<file path="config.mk">
export PLATFORM = sky130hd
export DESIGN_NAME = fsfm_unit
export DESIGN_NICKNAME = d
export VERILOG_FILES = /design/src/rtl/fsfm_pkg.sv /design/src/rtl/fsfm_field_pick.sv /design/src/rtl/fsfm_field_place.sv /design/src/rtl/fsfm_sticky_clear.sv /design/src/rtl/fsfm_unit.sv
export SDC_FILE = /design/constraint.sdc
export NUM_CORES = 1
export LEC_CHECK = 0
export ABC_AREA = 1
export BUFFER_PORTS_ARGS = -buffer_cell sky130_fd_sc_hd__buf_2
export CORE_MARGIN = 5
export CORE_UTILIZATION = 50
export DETAILED_ROUTE_END_ITERATION = 6
export PLACE_DENSITY = 0.9
export SYNTH_ARGS = -nofsm -noshare
export SYNTH_HDL_FRONTEND = slang
export SYNTH_HIERARCHICAL = 1
export SYNTH_SLANG_ARGS = --single-unit
</file>
<file path="constraint.sdc">
create_clock -name clk -period 4.21 [get_ports clk]
set_input_delay 0.6315 -clock clk [delete_from_list [all_inputs] [get_ports clk]]
set_output_delay 0.6315 -clock clk [all_outputs]
set_load 0.02 [all_outputs]
</file>
<file path="src/rtl/fsfm_pkg.sv">
package fsfm_pkg;
    localparam int REG_W   = 32;
    localparam int FLD_W   = 4;
    localparam int NUM_FLD = REG_W / FLD_W;
    localparam int SEL_W   = $clog2(NUM_FLD);

    typedef logic [REG_W-1:0] word_t;
    typedef logic [FLD_W-1:0] nib_t;
    typedef logic [SEL_W-1:0] sel_t;

    // bit positions in the status word
    localparam int B_ANY_EXC   = 31;
    localparam int B_EN_SUM    = 30;
    localparam int B_INV_SUM   = 29;
    localparam int B_OVF       = 28;
    localparam int B_UNF       = 27;
    localparam int B_DIVZ      = 26;
    localparam int B_INEX      = 25;
    localparam int B_INV_SNAN  = 24;
    localparam int B_INV_ISI   = 23;
    localparam int B_INV_IDI   = 22;
    localparam int B_INV_ZDZ   = 21;
    localparam int B_INV_IMZ   = 20;
    localparam int B_INV_CMP   = 19;
    localparam int B_INV_SW    = 10;
    localparam int B_INV_SQRT  = 9;
    localparam int B_INV_CONV  = 8;
    localparam int B_EN_INV    = 7;
    localparam int B_EN_OVF    = 6;
    localparam int B_EN_UNF    = 5;
    localparam int B_EN_DIVZ   = 4;
    localparam int B_EN_INEX   = 3;

    localparam word_t ONE = word_t'(1);

    localparam word_t INV_SRC_MASK =
        (ONE << B_INV_SNAN) | (ONE << B_INV_ISI) | (ONE << B_INV_IDI) |
        (ONE << B_INV_ZDZ)  | (ONE << B_INV_IMZ) | (ONE << B_INV_CMP) |
        (ONE << B_INV_SW)   | (ONE << B_INV_SQRT) | (ONE << B_INV_CONV);

    localparam word_t SUM_MASK = (ONE << B_EN_SUM) | (ONE << B_INV_SUM);

    typedef struct packed {
        logic valid;
        sel_t src;
        sel_t dst;
    } move_op_t;

    // sticky flags acknowledged by reading a given field
    function automatic word_t sticky_mask(sel_t f);
        word_t m;
        case (f)
            sel_t'(0): m = (ONE << B_ANY_EXC) | (ONE << B_OVF);
            sel_t'(1): m = (ONE << B_UNF) | (ONE << B_DIVZ) |
                           (ONE << B_INEX) | (ONE << B_INV_SNAN);
            sel_t'(2): m = (ONE << B_INV_ISI) | (ONE << B_INV_IDI) |
                           (ONE << B_INV_ZDZ) | (ONE << B_INV_IMZ);
            sel_t'(3): m = (ONE << B_INV_CMP);
            sel_t'(5): m = (ONE << B_INV_SW) | (ONE << B_INV_SQRT) |
                           (ONE << B_INV_CONV);
            default:   m = '0;
        endcase
        return m;
    endfunction

    function automatic nib_t get_fld(word_t w, sel_t f);
        return w[REG_W-1-FLD_W*int'(f) -: FLD_W];
    endfunction
endpackage

</file>
<file path="src/rtl/fsfm_field_pick.sv">
module fsfm_field_pick
    import fsfm_pkg::*;
(
    input  word_t src_word,
    input  sel_t  sel,
    output nib_t  nib
);
    nib_t fields [NUM_FLD];

    for (genvar k = 0; k < NUM_FLD; k++) begin : g_fld
        assign fields[k] = src_word[REG_W-1-FLD_W*k -: FLD_W];
    end

    assign nib = fields[sel];
endmodule

</file>
<file path="src/rtl/fsfm_field_place.sv">
module fsfm_field_place
    import fsfm_pkg::*;
(
    input  word_t base,
    input  nib_t  nib,
    input  sel_t  sel,
    output word_t merged
);
    for (genvar k = 0; k < NUM_FLD; k++) begin : g_fld
        assign merged[REG_W-1-FLD_W*k -: FLD_W] =
            (sel == sel_t'(k)) ? nib : base[REG_W-1-FLD_W*k -: FLD_W];
    end
endmodule

</file>
<file path="src/rtl/fsfm_sticky_clear.sv">
module fsfm_sticky_clear
    import fsfm_pkg::*;
(
    input  word_t stat_in,
    input  sel_t  sel,
    output word_t stat_out
);
    word_t cleared;
    logic  inv_sum;
    logic  en_sum;

    always_comb begin
        cleared = stat_in & ~sticky_mask(sel);
        inv_sum = |(cleared & INV_SRC_MASK);
        en_sum  = (inv_sum            & cleared[B_EN_INV])  |
                  (cleared[B_OVF]     & cleared[B_EN_OVF])  |
                  (cleared[B_UNF]     & cleared[B_EN_UNF])  |
                  (cleared[B_DIVZ]    & cleared[B_EN_DIVZ]) |
                  (cleared[B_INEX]    & cleared[B_EN_INEX]);
        stat_out = cleared;
        stat_out[B_INV_SUM] = inv_sum;
        stat_out[B_EN_SUM]  = en_sum;
    end
endmodule

</file>
<file path="src/rtl/fsfm_unit.sv">
module fsfm_unit
    import fsfm_pkg::*;
(
    input  logic             clk,
    input  logic             rst,
    input  logic             op_valid,
    input  logic [SEL_W-1:0] src_fld,
    input  logic [SEL_W-1:0] dst_fld,
    input  logic             init_en,
    input  logic [REG_W-1:0] init_stat,
    input  logic [REG_W-1:0] init_cond,
    output logic [REG_W-1:0] stat_q,
    output logic [REG_W-1:0] cond_q
);
    move_op_t op;
    nib_t     picked;
    word_t    cond_nxt;
    word_t    stat_nxt;

    assign op = '{valid: op_valid, src: src_fld, dst: dst_fld};

    fsfm_field_pick u_pick (
        .src_word (stat_q),
        .sel      (op.src),
        .nib      (picked)
    );

    fsfm_field_place u_place (
        .base   (cond_q),
        .nib    (picked),
        .sel    (op.dst),
        .merged (cond_nxt)
    );

    fsfm_sticky_clear u_clear (
        .stat_in  (stat_q),
        .sel      (op.src),
        .stat_out (stat_nxt)
    );

    always_ff @(posedge clk) begin
        if (rst) begin
            stat_q <= '0;
            cond_q <= '0;
        end else if (init_en) begin
            stat_q <= init_stat;
            cond_q <= init_cond;
        end else if (op.valid) begin
            stat_q <= stat_nxt;
            cond_q <= cond_nxt;
        end
    end

    AST_RESET_ZERO: assert property (@(posedge clk)
        rst |=> (stat_q == '0 && cond_q == '0));

    AST_COPY_FIELD: assert property (@(posedge clk) disable iff (rst)
        (op_valid && !init_en) |=>
        get_fld(cond_q, $past(dst_fld)) == get_fld($past(stat_q), $past(src_fld)));

    AST_ONLY_CLEARS: assert property (@(posedge clk) disable iff (rst)
        (op_valid && !init_en) |=>
        ((stat_q & ~$past(stat_q) & ~SUM_MASK) == '0));

    AST_ROUND_KEEP: assert property (@(posedge clk) disable iff (rst)
        (op_valid && !init_en) |=> (stat_q[1:0] == $past(stat_q[1:0])));

    AST_INV_SUMMARY: assert property (@(posedge clk) disable iff (rst)
        (op_valid && !init_en) |=> (stat_q[B_INV_SUM] == |(stat_q & INV_SRC_MASK)));

    AST_HOLD_IDLE: assert property (@(posedge clk) disable iff (rst)
        (!op_valid && !init_en) |=> ($stable(stat_q) && $stable(cond_q)));

    AST_INIT_WINS: assert property (@(posedge clk) disable iff (rst)
        init_en |=> (stat_q == $past(init_stat) && cond_q == $past(init_cond)));
endmodule

</file>
# After elaboration in Yosys (flattened, before gate mapping)
# Index checks and enable logic that the tools add are counted.
[totals]
elab_cells = 69
reg_bits = 64
out_inout_bits = 64
in_bits = 74
[op_classes]
order_cmp = 1
bitwise = 12
eq_ne = 11
reduce_logical = 20
n_mux = 16
[ops]
columns = ["operator", "n"]
rows = [
  ["one-hot mux 32 bit (5 select lines)", 1],
  ["2-to-1 mux 32 bit", 4],
  ["2-to-1 mux 4 bit", 10],
  ["bitwise AND 32 bit", 1],
  ["inverter 32 bit", 1],
  ["nonzero test 2 bit", 9],
  ["AND reduction 2 bit", 8],
  ["equality test 3 bit, second input constant", 5],
  ["binary-select mux 4 bit (select 3 bit)", 1],
  ["equality test 3 x 2 -> 1 bit, second input constant", 4],
  ["OR reduction 9 bit", 1],
  ["equality test 3 x 1 -> 1 bit, second input constant", 2],
  ["zero test 3 bit", 2],
  ["bitwise AND 1 bit", 5],
  ["greater-or-equal comparator 4 bit, second input constant", 1],
  ["inverter 3 -> 4 bit", 1],
  ["OR 1 bit", 4],
]

# Longest topological paths before layout
# Gate-level depths: netlist of run 1.
[logic_depth]
ltp_word = 12
mapped_depth = 15
ltp_nobuf = 12

# By module
# The synthesis of run 1 kept the hierarchy.
[modules_own_cells]
columns = ["mod", "seq_area_each_um2", "cells_each", "instances", "area_per_inst_um2"]
rows = [
  ["fsfm_unit", 1281.2, 483, 1, 3076.7],
  ["fsfm_field_place", 0.0, 120, 1, 673.1],
  ["fsfm_field_pick", 0.0, 107, 1, 444.2],
  ["fsfm_sticky_clear", 0.0, 69, 1, 359.1],
]

# Worst setup path after synthesis of run 1
# OpenSTA, ideal clock, no wires.
[synth_timing]
path_type = "in2reg"
from = "input port src_fld[0]"
to = "register cond_q[0]"
t_arrival_ns = 1.800
path_buffers = 3
cell_stages = 14
required_ns = 4.153
setup_time_ns = 0.057
slack_ns = 2.354
path_cell_list = "buf_6 -> buf_4 -> nand2_1 -> nand3_1 -> nand2_1 -> nand2_1 -> nand2_1 -> clkbuf_1 -> inv_1 -> o21ai_1 -> nand3_1 -> nand3_1 -> nand2_1 -> inv_1"
[synth_via]
elab_chain_cells = 7
[synth_lines]
columns = ["item", "line", "source"]
rows = [
  ["start: declaration", "fsfm_unit.sv:7", "input logic [SEL_W-1:0] src_fld,"],
  ["inverter 3 -> 4 bit (implied by the code)", "fsfm_field_pick.sv:14", "assign nib = fields[sel];"],
  ["binary-select mux 4 bit (select 3 bit)", "fsfm_field_pick.sv:14", ""],
  ["2-to-1 mux 4 bit (implied by the code) (2 in a row)", "fsfm_field_pick.sv:14", ""],
  ["via picked[0]", "fsfm_unit.sv:16", "nib_t picked;"],
  ["2-to-1 mux 4 bit", "fsfm_field_place.sv:11", "(sel == sel_t'(k)) ? nib : base[REG_W-1-FLD_W*k -: FLD_W];"],
  ["via cond_nxt[0]", "fsfm_unit.sv:17", "word_t cond_nxt;"],
  ["2-to-1 mux 32 bit", "fsfm_unit.sv:48", "end else if (op.valid) begin"],
  ["2-to-1 mux 32 bit", "fsfm_unit.sv:45", "end else if (init_en) begin"],
  ["end signal: assignment", "fsfm_unit.sv:47", "cond_q <= init_cond;"],
  ["end signal: assignment", "fsfm_unit.sv:50", "cond_q <= cond_nxt;"],
  ["end: declaration", "fsfm_unit.sv:13", "output logic [REG_W-1:0] cond_q"],
]
# The timed path passes the listed nets, and every way through them passes these cells. The select of a mux whose other input is x is not followed.
# A chain may end at the register's enable or synchronous reset.

# Worst setup path in the final report of run 1
[layout_timing]
from = "input port src_fld[0]"
to = "register cond_q[9]"
# The elaborated chain is that of the path after synthesis.

==> metrics, run 1 <==
initial core utilization 0.517; Critical R2R Launch stat_q[6]; Antenna Nets Post-Route 0; hold path start cond_q[7]; NumNets Final 938; Post-CTS Repair Setup Buffers 0; Setup TNS 0 ns; crit end category register; register area 1280 µm²; final wirelength 12700 µm; vias in the first global route ~4.4k; endpoints failing setup 0; Crit Path Category input port to register; Die Ht 105 µm; asr flop ratio synth 0; count leader, synth nand2_1; largest net degree at the start of global routing 65; drt drc 0; RSZ-0062 raised after global routing false; GRT Util Overall 0.224; CTS Buffer Depth 2; Max Slew Vio Count 0; Peak supply drop roughly 0.19 mV; Worst Hold Class register to register; cell accounting for the most synthesized area dfxtp_1; DR vias/cell ~5; leakage power about 3.2 nW; CTS H-tree depth 3; global-route wire length before repair 20900 µm; clock buffers created by TritonCTS 9; Die W 105 µm; Hold EP cond_q[7]; slew at the pin with the worst max-slew slack ~1.1 ns; Tot Pwr approximately 1.7 mW; ant diodes 0; Resize count post-CTS 0; Max Fclk 496 MHz; Worst-Skew Late Latency approximately 0.34 ns; area delta synth->final 13.5%; WL/cell approximately 13 µm; gpl congestion between 0.8 and 0.9; Synth Warn # 6; GR Overflow Total 0; IO buf count approximately 140; Avg Inst Size Synth ~6 µm²; reg2reg end cond_q[18]; Multi-input gate area between 2000 and 2500 µm²; total of max-cap violations 0; antenna violations before repair 0; top-area cell type share of the netlist area 0.281; IO Count approximately 140; CP max FO 21; fillcell total 893; Final Hold Fails 0; total power per unit cell area approximately 320 nW/µm²; Cell Rows 34; vias between 4k and 5k; fin crit share 0.479; Post-synth top cells nand2_1, nand3_1, inv_1; share of layout cells above drive strength 1 0.211; CP arrival 2.30 ns; Critical Path RT between 4 and 5 ns; fin crit period 2.02 ns; Seq/Total Area, Yosys 0.281; top_reg_cell synth dfxtp_1; worst r2r path cells 12; Hold Buf Count CTS 0; register clock-pin slew on the reported worst setup and hold paths 0.07 ns; Final Skew ~0.010 ns; status finished clean; top post-synthesis cells by area dfxtp_1, nand2_1, nand3_1; Post-synth EDFFs 0; Synth Cell Area about 4600 µm²; Synth Net Count ~850; Slew headroom 0.258; Startpoint Class input port; CTS tree built; clk root buf clkbuf_8; Die ar. between 10000 and 15000 µm²; Cell variety after synth 27; core area about 8800 µm²; drt initial violations ~410; Reg2Reg Setup Slack roughly 2.5 ns; Post-Syn Instances between 700 and 800; dpl hpwl approximately 8700 µm; FF+latch count, synth 64; Area after DPL between 4000 and 5000 µm²; hold depth 4; Final Cell Area between 5000 and 6000 µm²; number of iterations in the first detailed-routing pass 6; Num Clock Sinks 64
-- registers in the layout, summed over array words and instances (netlist names) --
| signal | count |
|---|---|
| stat_q | 32 |
| cond_q | 32 |
-- kinds of logic (layout without fill, tap and decap cells) --
kind of cell,count (synthesis),in the layout,share of synthesized area
simple gates,517,517,0.505
buf+inv,190,279,0.204
flops,64,64,0.281
compound gates,8,8,0.00989
-- worst max-delay path by stage --
stage,from,endpoint,slack (ns),cells after the start
3_5_place_dp,src_fld[0],cond_q[18],1.88,13
6_report,src_fld[0],cond_q[9],2.19,13
3_3_place_gp,src_fld[0],cond_q[7],1.90,13
2_1_floorplan,src_fld[0],cond_q[0],2.35,14
4_1_cts,src_fld[0],cond_q[18],2.23,13
5_1_grt,src_fld[0],cond_q[18],1.96,13
-- metrics by stage --
stage	hold WS (ns)	cells	util	worst slack (ns)
floorplan	0.625	779	-	2.35
global placement	0.542	961	0.562	1.90
detailed placement	0.549	961	0.562	1.88
CTS	0.560	976	0.587	2.23
global route	0.592	976	0.587	1.96
finish	0.556	976	0.587	2.19
-- layout by cell type (no fill, tap or decap), types with 2 or more instances in the layout --
master	n
nand2_1	325
nand3_1	156
buf_2	137
inv_1	107
dfxtp_1	64
nand4_1	20
inv_2	12
clkbuf_8	11
nand3_4	4
o21ai_1	4
buf_4	3
nor2_1	3
bufinv_16	2
nor2_2	2
nand3_2	2
o21ai_0	2
inv_4	2
inv_6	2
nand2_4	2
-- power breakdown --
| group | total (mW) | switching [mW] | internal (mW) |
|---|---|---|---|
| clock | 0.604 | 0.242 | 0.362 |
| combinational | 0.374 | 0.249 | 0.125 |
| sequential | 0.676 | 0.0347 | 0.642 |
| total | 1.65 | 0.525 | 1.13 |
-- worst max-delay path, stage by stage --
cell	delay (ns)
buf_2	0.33
inv_4	0.15
nand2_1	0.09
nand3_1	0.06
nand2_1	0.09
nand2_1	0.05
nand2_1	0.29
nand4_1	0.14
nand2_1	0.11
nand3_1	0.08
nand3_1	0.14
nand2_1	0.06
inv_1	0.08
-- cell type report --
cell class	instances	share of cell area
Multi-Input combinational cell	525	0.454
Sequential cell	64	0.248
Inverter	124	0.0929
Tap cell	108	0.0261
Clock buffer	12	0.0300
Clock inverter	3	0.0126
Timing Repair Buffer	140	0.137
-- layer usage --
layer / GRT usage / up-vias / share of wire
met5: 0 / - / 0
met4: 0.0712 / 0 / 0.019
met3: 0.0434 / 25 / 0.075
met2: 0.355 / 219 / 0.45
met1: 0.307 / 2196 / 0.45
li1: - / 2554 / -
Power figures use the tool's default switching activity.
==> inputs of run 2 (changes only) <==
- ABC_AREA: 1 -> 0
- CORE_UTILIZATION: 50 -> 46
- PLACE_DENSITY: 0.9 -> 0.89
- clock period: 4.21 -> 1.7 ns (I/O delays scaled with it)
==> run 2 against run 1 <==
  * The flow now finishes with violations (setup timing)
  * Sequential power increased to 2.5 times the previous value
  * Largest cell class unchanged
  * Sequential cell count unchanged
  * Critical endpoint is now stat_q[30]
  * Cell count down 33%
  * Highest routed layer unchanged
==> metrics, run 2 <==
final wirelength ~12000 µm; Post-synth top cells nor2b_1, mux2i_1, dfxtp_1; Cell Rows 34; crit end category register; gpl congestion around 0.92; worst-path cell chain and4bb_1 -> a311oi_1 -> or4_4 -> a221o_1 -> mux2i_1 -> a211oi_1; worst r2r path cells 6; GRT Util Overall 0.216; share of layout cells above drive strength 1 0.512; CTS Buffer Depth 2; NumNets Final ~620; pre-CTS WS -0.471 ns; Avg Inst Size Synth between 10 and 15 µm²; core area 8760 µm²; most frequent cells in the layout buf_2, nor2b_1, mux2i_1; area delta synth->final 30.1%; Critical Path RT approximately 1.9 ns; Core Util, Final 0.616; FF+latch count, synth between 60 and 70; fin crit share 1.13; IO Count roughly 140; Crit Path Category register to register; Die Ht 105 µm; DR vias/cell ~5.5; dpl hpwl ~9000 µm; clk root buf clkbuf_8; status finished with violations; Die ar. approximately 11000 µm²; Max Fclk 522 MHz; Peak supply drop approximately 0.42 mV; Post-synth EDFFs 0; Worst-Skew Late Latency 0.34 ns; DP Cell Count 640; Startpoint Class register; Final Cell Area 5400 µm²; clock buffers created by TritonCTS 9; Tot Pwr between 4 and 5 mW; RSZ-0062 raised after global routing true; Die W around 100 µm; drt initial violations between 150 and 200; Cell variety after synth 32; Final Skew approximately 0.0073 ns; Synth Net Count between 400 and 500; vias in the first global route between 3k and 4k; Antenna Nets Post-Route 0; initial core utilization 0.474; CP max FO 4; IO buf count around 140; GR Overflow Total 0; CTS H-tree depth 3; cell accounting for the most synthesized area dfxtp_1; vias 3645; CP arrival between 2 and 2.5 ns; total power per unit cell area just over 800 nW/µm²; ant diodes 0; antenna violations before repair 0; global-route wire length before repair about 19000 µm; asr flop ratio synth 0; Hold Buf Count CTS 0; hold depth 3; largest net degree at the start of global routing 65; fin crit period between 1.5 and 2 ns; Final Hold Fails 0; Max Slew Vio Count 0; endpoints failing setup 33; Worst Hold Class input port to register; Area after DPL 5110 µm²; register clock-pin slew on the reported worst setup and hold paths about 0.070 ns; fillcell total just over 700; failing checks setup timing; WL/cell approximately 19 µm; drt drc 0; top-area cell type share of the netlist area 0.309; slew at the pin with the worst max-slew slack 0.598 ns; Num Clock Sinks between 60 and 70; Setup TNS -3.31 ns; crit path max-delay cell type or4_4; hold_ws approximately 0.2 ns; Crit path largest cell delay 0.51 ns; Synth Cell Area 4150 µm²; Slew headroom 0.601; final worst slack -0.216 ns; Post-Syn Instances about 390; count leader, synth nor2b_1; leakage power roughly 2.5 nW; Largest regs cond_q: 32 flops, stat_q: 32 flops; Seq/Total Area, Yosys 0.309; number of iterations in the first detailed-routing pass 4; top post-synthesis cells by area dfxtp_1, mux2i_1, a211oi_1; Synth Warn # 6; total of max-cap violations 0; commonest non-fill, non-tap cell in the layout buf_2; top_reg_cell synth dfxtp_1; post-route insts no fill around 660; CTS tree built
run 2: cell count changes after synthesis, sizes merged, moves of 32 or more:
cell and delta:
a211oi +65, buf -32, inv -120, mux2 +36
mux2i +65, nand2 -328, nand3 -161, nor2b +72
run 2: cell type report:
class	instances	area, µm²	share of cell area
clock buffer	10	138	0.0255
clock inverter	6	82.6	0.0153
inverter	3	11.3	0.00209
multi-input combinational	278	2580	0.478
sequential	64	1300	0.242
tap	108	135	0.0250
timing repair buffer	188	1150	0.213
run 2: layer usage:
metal  routed length (µm)  GRT usage  share of wire  vias to the layer above
li1                     -          -              -                     1740
met1                 5400      0.270           0.44                     1743
met2                 5750      0.353           0.47                      140
met3                  783     0.0530          0.064                       22
met4                  290     0.0913          0.024                        0
met5                    0          0              0                        -
run 2: cells by family after synthesis:
kind of cell,Yosys count,synth area share
flops,64,0.309
simple gates,96,0.154
mux,109,0.305
compound gates,73,0.139
buf+inv,51,0.0932
run 2: worst paths after layout:
path            startpoint         end  slack (ns)
max             stat_q[19]  stat_q[30]       -0.22
min          init_stat[14]  stat_q[14]        0.20
max reg2reg     stat_q[19]  stat_q[30]       -0.22
min reg2reg      cond_q[2]   cond_q[2]        0.57
run 2: timing repair:
item	CTS	global route
setup buffers	0	1
pin swaps	7	10
resized for setup	5	14
hold endpoints to repair	0	0
endpoints found under the setup margin	33	33
run 2: power breakdown:
part	switching (mW)	total, mW	internal [mW]
clock	0.614	1.47	0.858
combinational	0.622	1.22	0.598
sequential	0.0946	1.72	1.62
run 2: critical path: cells and delay by family (launching register included):
| kind | cells | cell delay [ns] |
|---|---|---|
| AO/OA/AOI/OAI | 3 | 0.48 |
| flip-flops | 1 | 0.35 |
| multiplexers | 1 | 0.17 |
| AND/OR/NAND/NOR | 2 | 0.78 |
==> inputs of run 3 (changes only) <==
- CORE_ASPECT_RATIO: default -> 1.5
- CORE_UTILIZATION: 46 -> 41
- PLACE_DENSITY: 0.89 -> 0.87
- SYNTH_HIERARCHICAL: 1 -> default
==> run 3 against run 2 <==
  * Setup slack better by 0.40 ns
  * Critical path depth decreased by 3
  * Combinational power decreased by 43%
  * Sequential share of layout area is 9.9 points higher
  * Via count is 21% lower
  * Routed wire length is 26% lower
  * Register-to-register slack better by 0.40 ns
  * The run now ends clean
  * Synthesized area shrank 32%
  * Synthesized cell count is 26% lower
==> metrics, run 3 <==
Cell variety after synth 30; cell accounting for the most synthesized area dfxtp_1; RSZ-0062 raised after global routing false; count leader, synth dfxtp_1; Max Fclk between 600 and 700 MHz; Synth Cell Area approximately 2800 µm²; Final Hold Fails 0; worst r2r path cells 3; Max Slew Vio Count 0; core area between 6000 and 7000 µm²; top-area cell type share of the netlist area 0.451; Antenna Nets Post-Route 0; CTS H-tree depth 3; Tot Pwr 3.43 mW; dpl hpwl between 6000 and 7000 µm; Final Skew between 0.01 and 0.015 ns; Post-synth top cells dfxtp_1, a22oi_1, nor2_1; CTS tree built; total power per unit cell area between 900 and 1000 nW/µm²; most frequent cells in the layout buf_2, dfxtp_1, a22oi_1; CTS Buffer Depth 2; Peak supply drop around 0.56 mV; global-route wire length before repair ~14000 µm; Largest regs cond_q: 32 flops, stat_q: 32 flops; Synth Net Count ~360; drt initial violations 241; hold depth 3; Slew headroom 0.568; FF+latch count, synth between 60 and 70; asr flop ratio synth 0; Crit Path Category register to register; antenna violations before repair 0; register clock-pin slew on the reported worst setup and hold paths 0.07 ns; Setup TNS 0 ns; Num Clock Sinks 64; Die ar. 8730 µm²; commonest non-fill, non-tap cell in the layout buf_2; GRT Util Overall 0.203; Final Cell Area between 3000 and 4000 µm²; NumNets Final about 500; CP arrival ~1.7 ns; Seq/Total Area, Yosys 0.451; clock buffers created by TritonCTS 9; Avg Inst Size Synth 9.83 µm²; fin crit share 0.889; top post-synthesis cells by area dfxtp_1, a22oi_1, o22ai_1; slew at the pin with the worst max-slew slack around 0.65 ns; CP max FO 8; Post-Syn Instances just under 300; Cell Rows 37; total of max-cap violations 0; vias between 2k and 3k; Post-CTS Repair Setup Buffers 0; gpl congestion just over 0.9; Worst-Skew Late Latency 0.34 ns; Area after DPL 3600 µm²; status finished clean; Startpoint Class register; top_reg_cell synth dfxtp_1; initial core utilization 0.418; IO buf count between 100 and 150; number of iterations in the first detailed-routing pass 4; Die Ht about 110 µm; final wirelength 9040 µm; Die W roughly 78 µm; Synth Warn # 0; Hold Buf Count CTS 0; area delta synth->final 32.5%; Post-synth EDFFs 0; fin crit period roughly 1.5 ns; WL/cell about 18 µm; clk root buf clkbuf_8; endpoints failing setup 0; Critical Path RT ~1.9 ns; drt drc 0; GR Overflow Total 0; IO Count between 100 and 150; Worst Hold Class input port to register; ant diodes 0; share of layout cells above drive strength 1 0.402; Resize count post-CTS 0; vias in the first global route about 2.8k; leakage power approximately 1.7 nW; largest net degree at the start of global routing 81; crit end category register; DR vias/cell 5.69
[run 3: cell count changes after synthesis, sizes merged, moves of 34 or more]
cell and delta:
a22oi +43, a211oi -64, o22ai +34, mux2 -36, nor2b -68, mux2i -45
[run 3: cell type report]
| class | count | area [µm²] |
|---|---|---|
| Clock inverter | 6 | 36.3 |
| Clock buffer | 10 | 128 |
| Sequential cell | 64 | 1280 |
| Tap cell | 78 | 97.6 |
| Fill cell | 613 | 3040 |
| Timing Repair Buffer | 147 | 773 |
| Inverter | 4 | 15.0 |
| Multi-Input combinational cell | 199 | 1430 |
[run 3: path summary, 6_finish.rpt]
check                     start    endpoint  slack, ns
setup / recovery      stat_q[6]  cond_q[14]       0.19
hold / removal    init_stat[18]  stat_q[18]       0.15
setup reg to reg      stat_q[6]  cond_q[14]       0.19
hold reg to reg      stat_q[31]  stat_q[31]       0.53
[run 3: critical path, cell delays in order (launching register included)]
cell and delay [ns]:
dfxtp_1 0.36, mux4_1 0.56, mux2i_4 0.31, o22ai_1 0.13
[run 3: stage by stage]
stage	setup slack (ns)	cells	hold slack, ns	util
global placement	0.0393	492	0.488	0.529
floorplan	0.281	289	0.400	-
detailed placement	-0.0190	492	0.498	0.529
finish	0.188	508	0.147	0.553
global route	0.121	508	0.152	0.553
CTS	0.188	508	0.131	0.553
[run 3: cells by family after synthesis]
group | synth area share
compound gates | 0.247
buf+inv | 0.0445
flops | 0.451
mux | 0.153
simple gates | 0.104
[run 3: metal layers]
layer	GRT usage	vias up	part of all wire
met1	0.220	1360	0.35
met5	0	-	0
li1	-	1395	-
met3	0.0672	14	0.091
met2	0.350	122	0.53
met4	0.0958	0	0.024
[run 3: report_power, final]
| part | internal (mW) | leakage, nW | switching (mW) |
|---|---|---|---|
| clock | 0.520 | 0.0858 | 0.568 |
| combinational | 0.289 | 1.12 | 0.400 |
| sequential | 1.59 | 0.528 | 0.0689 |
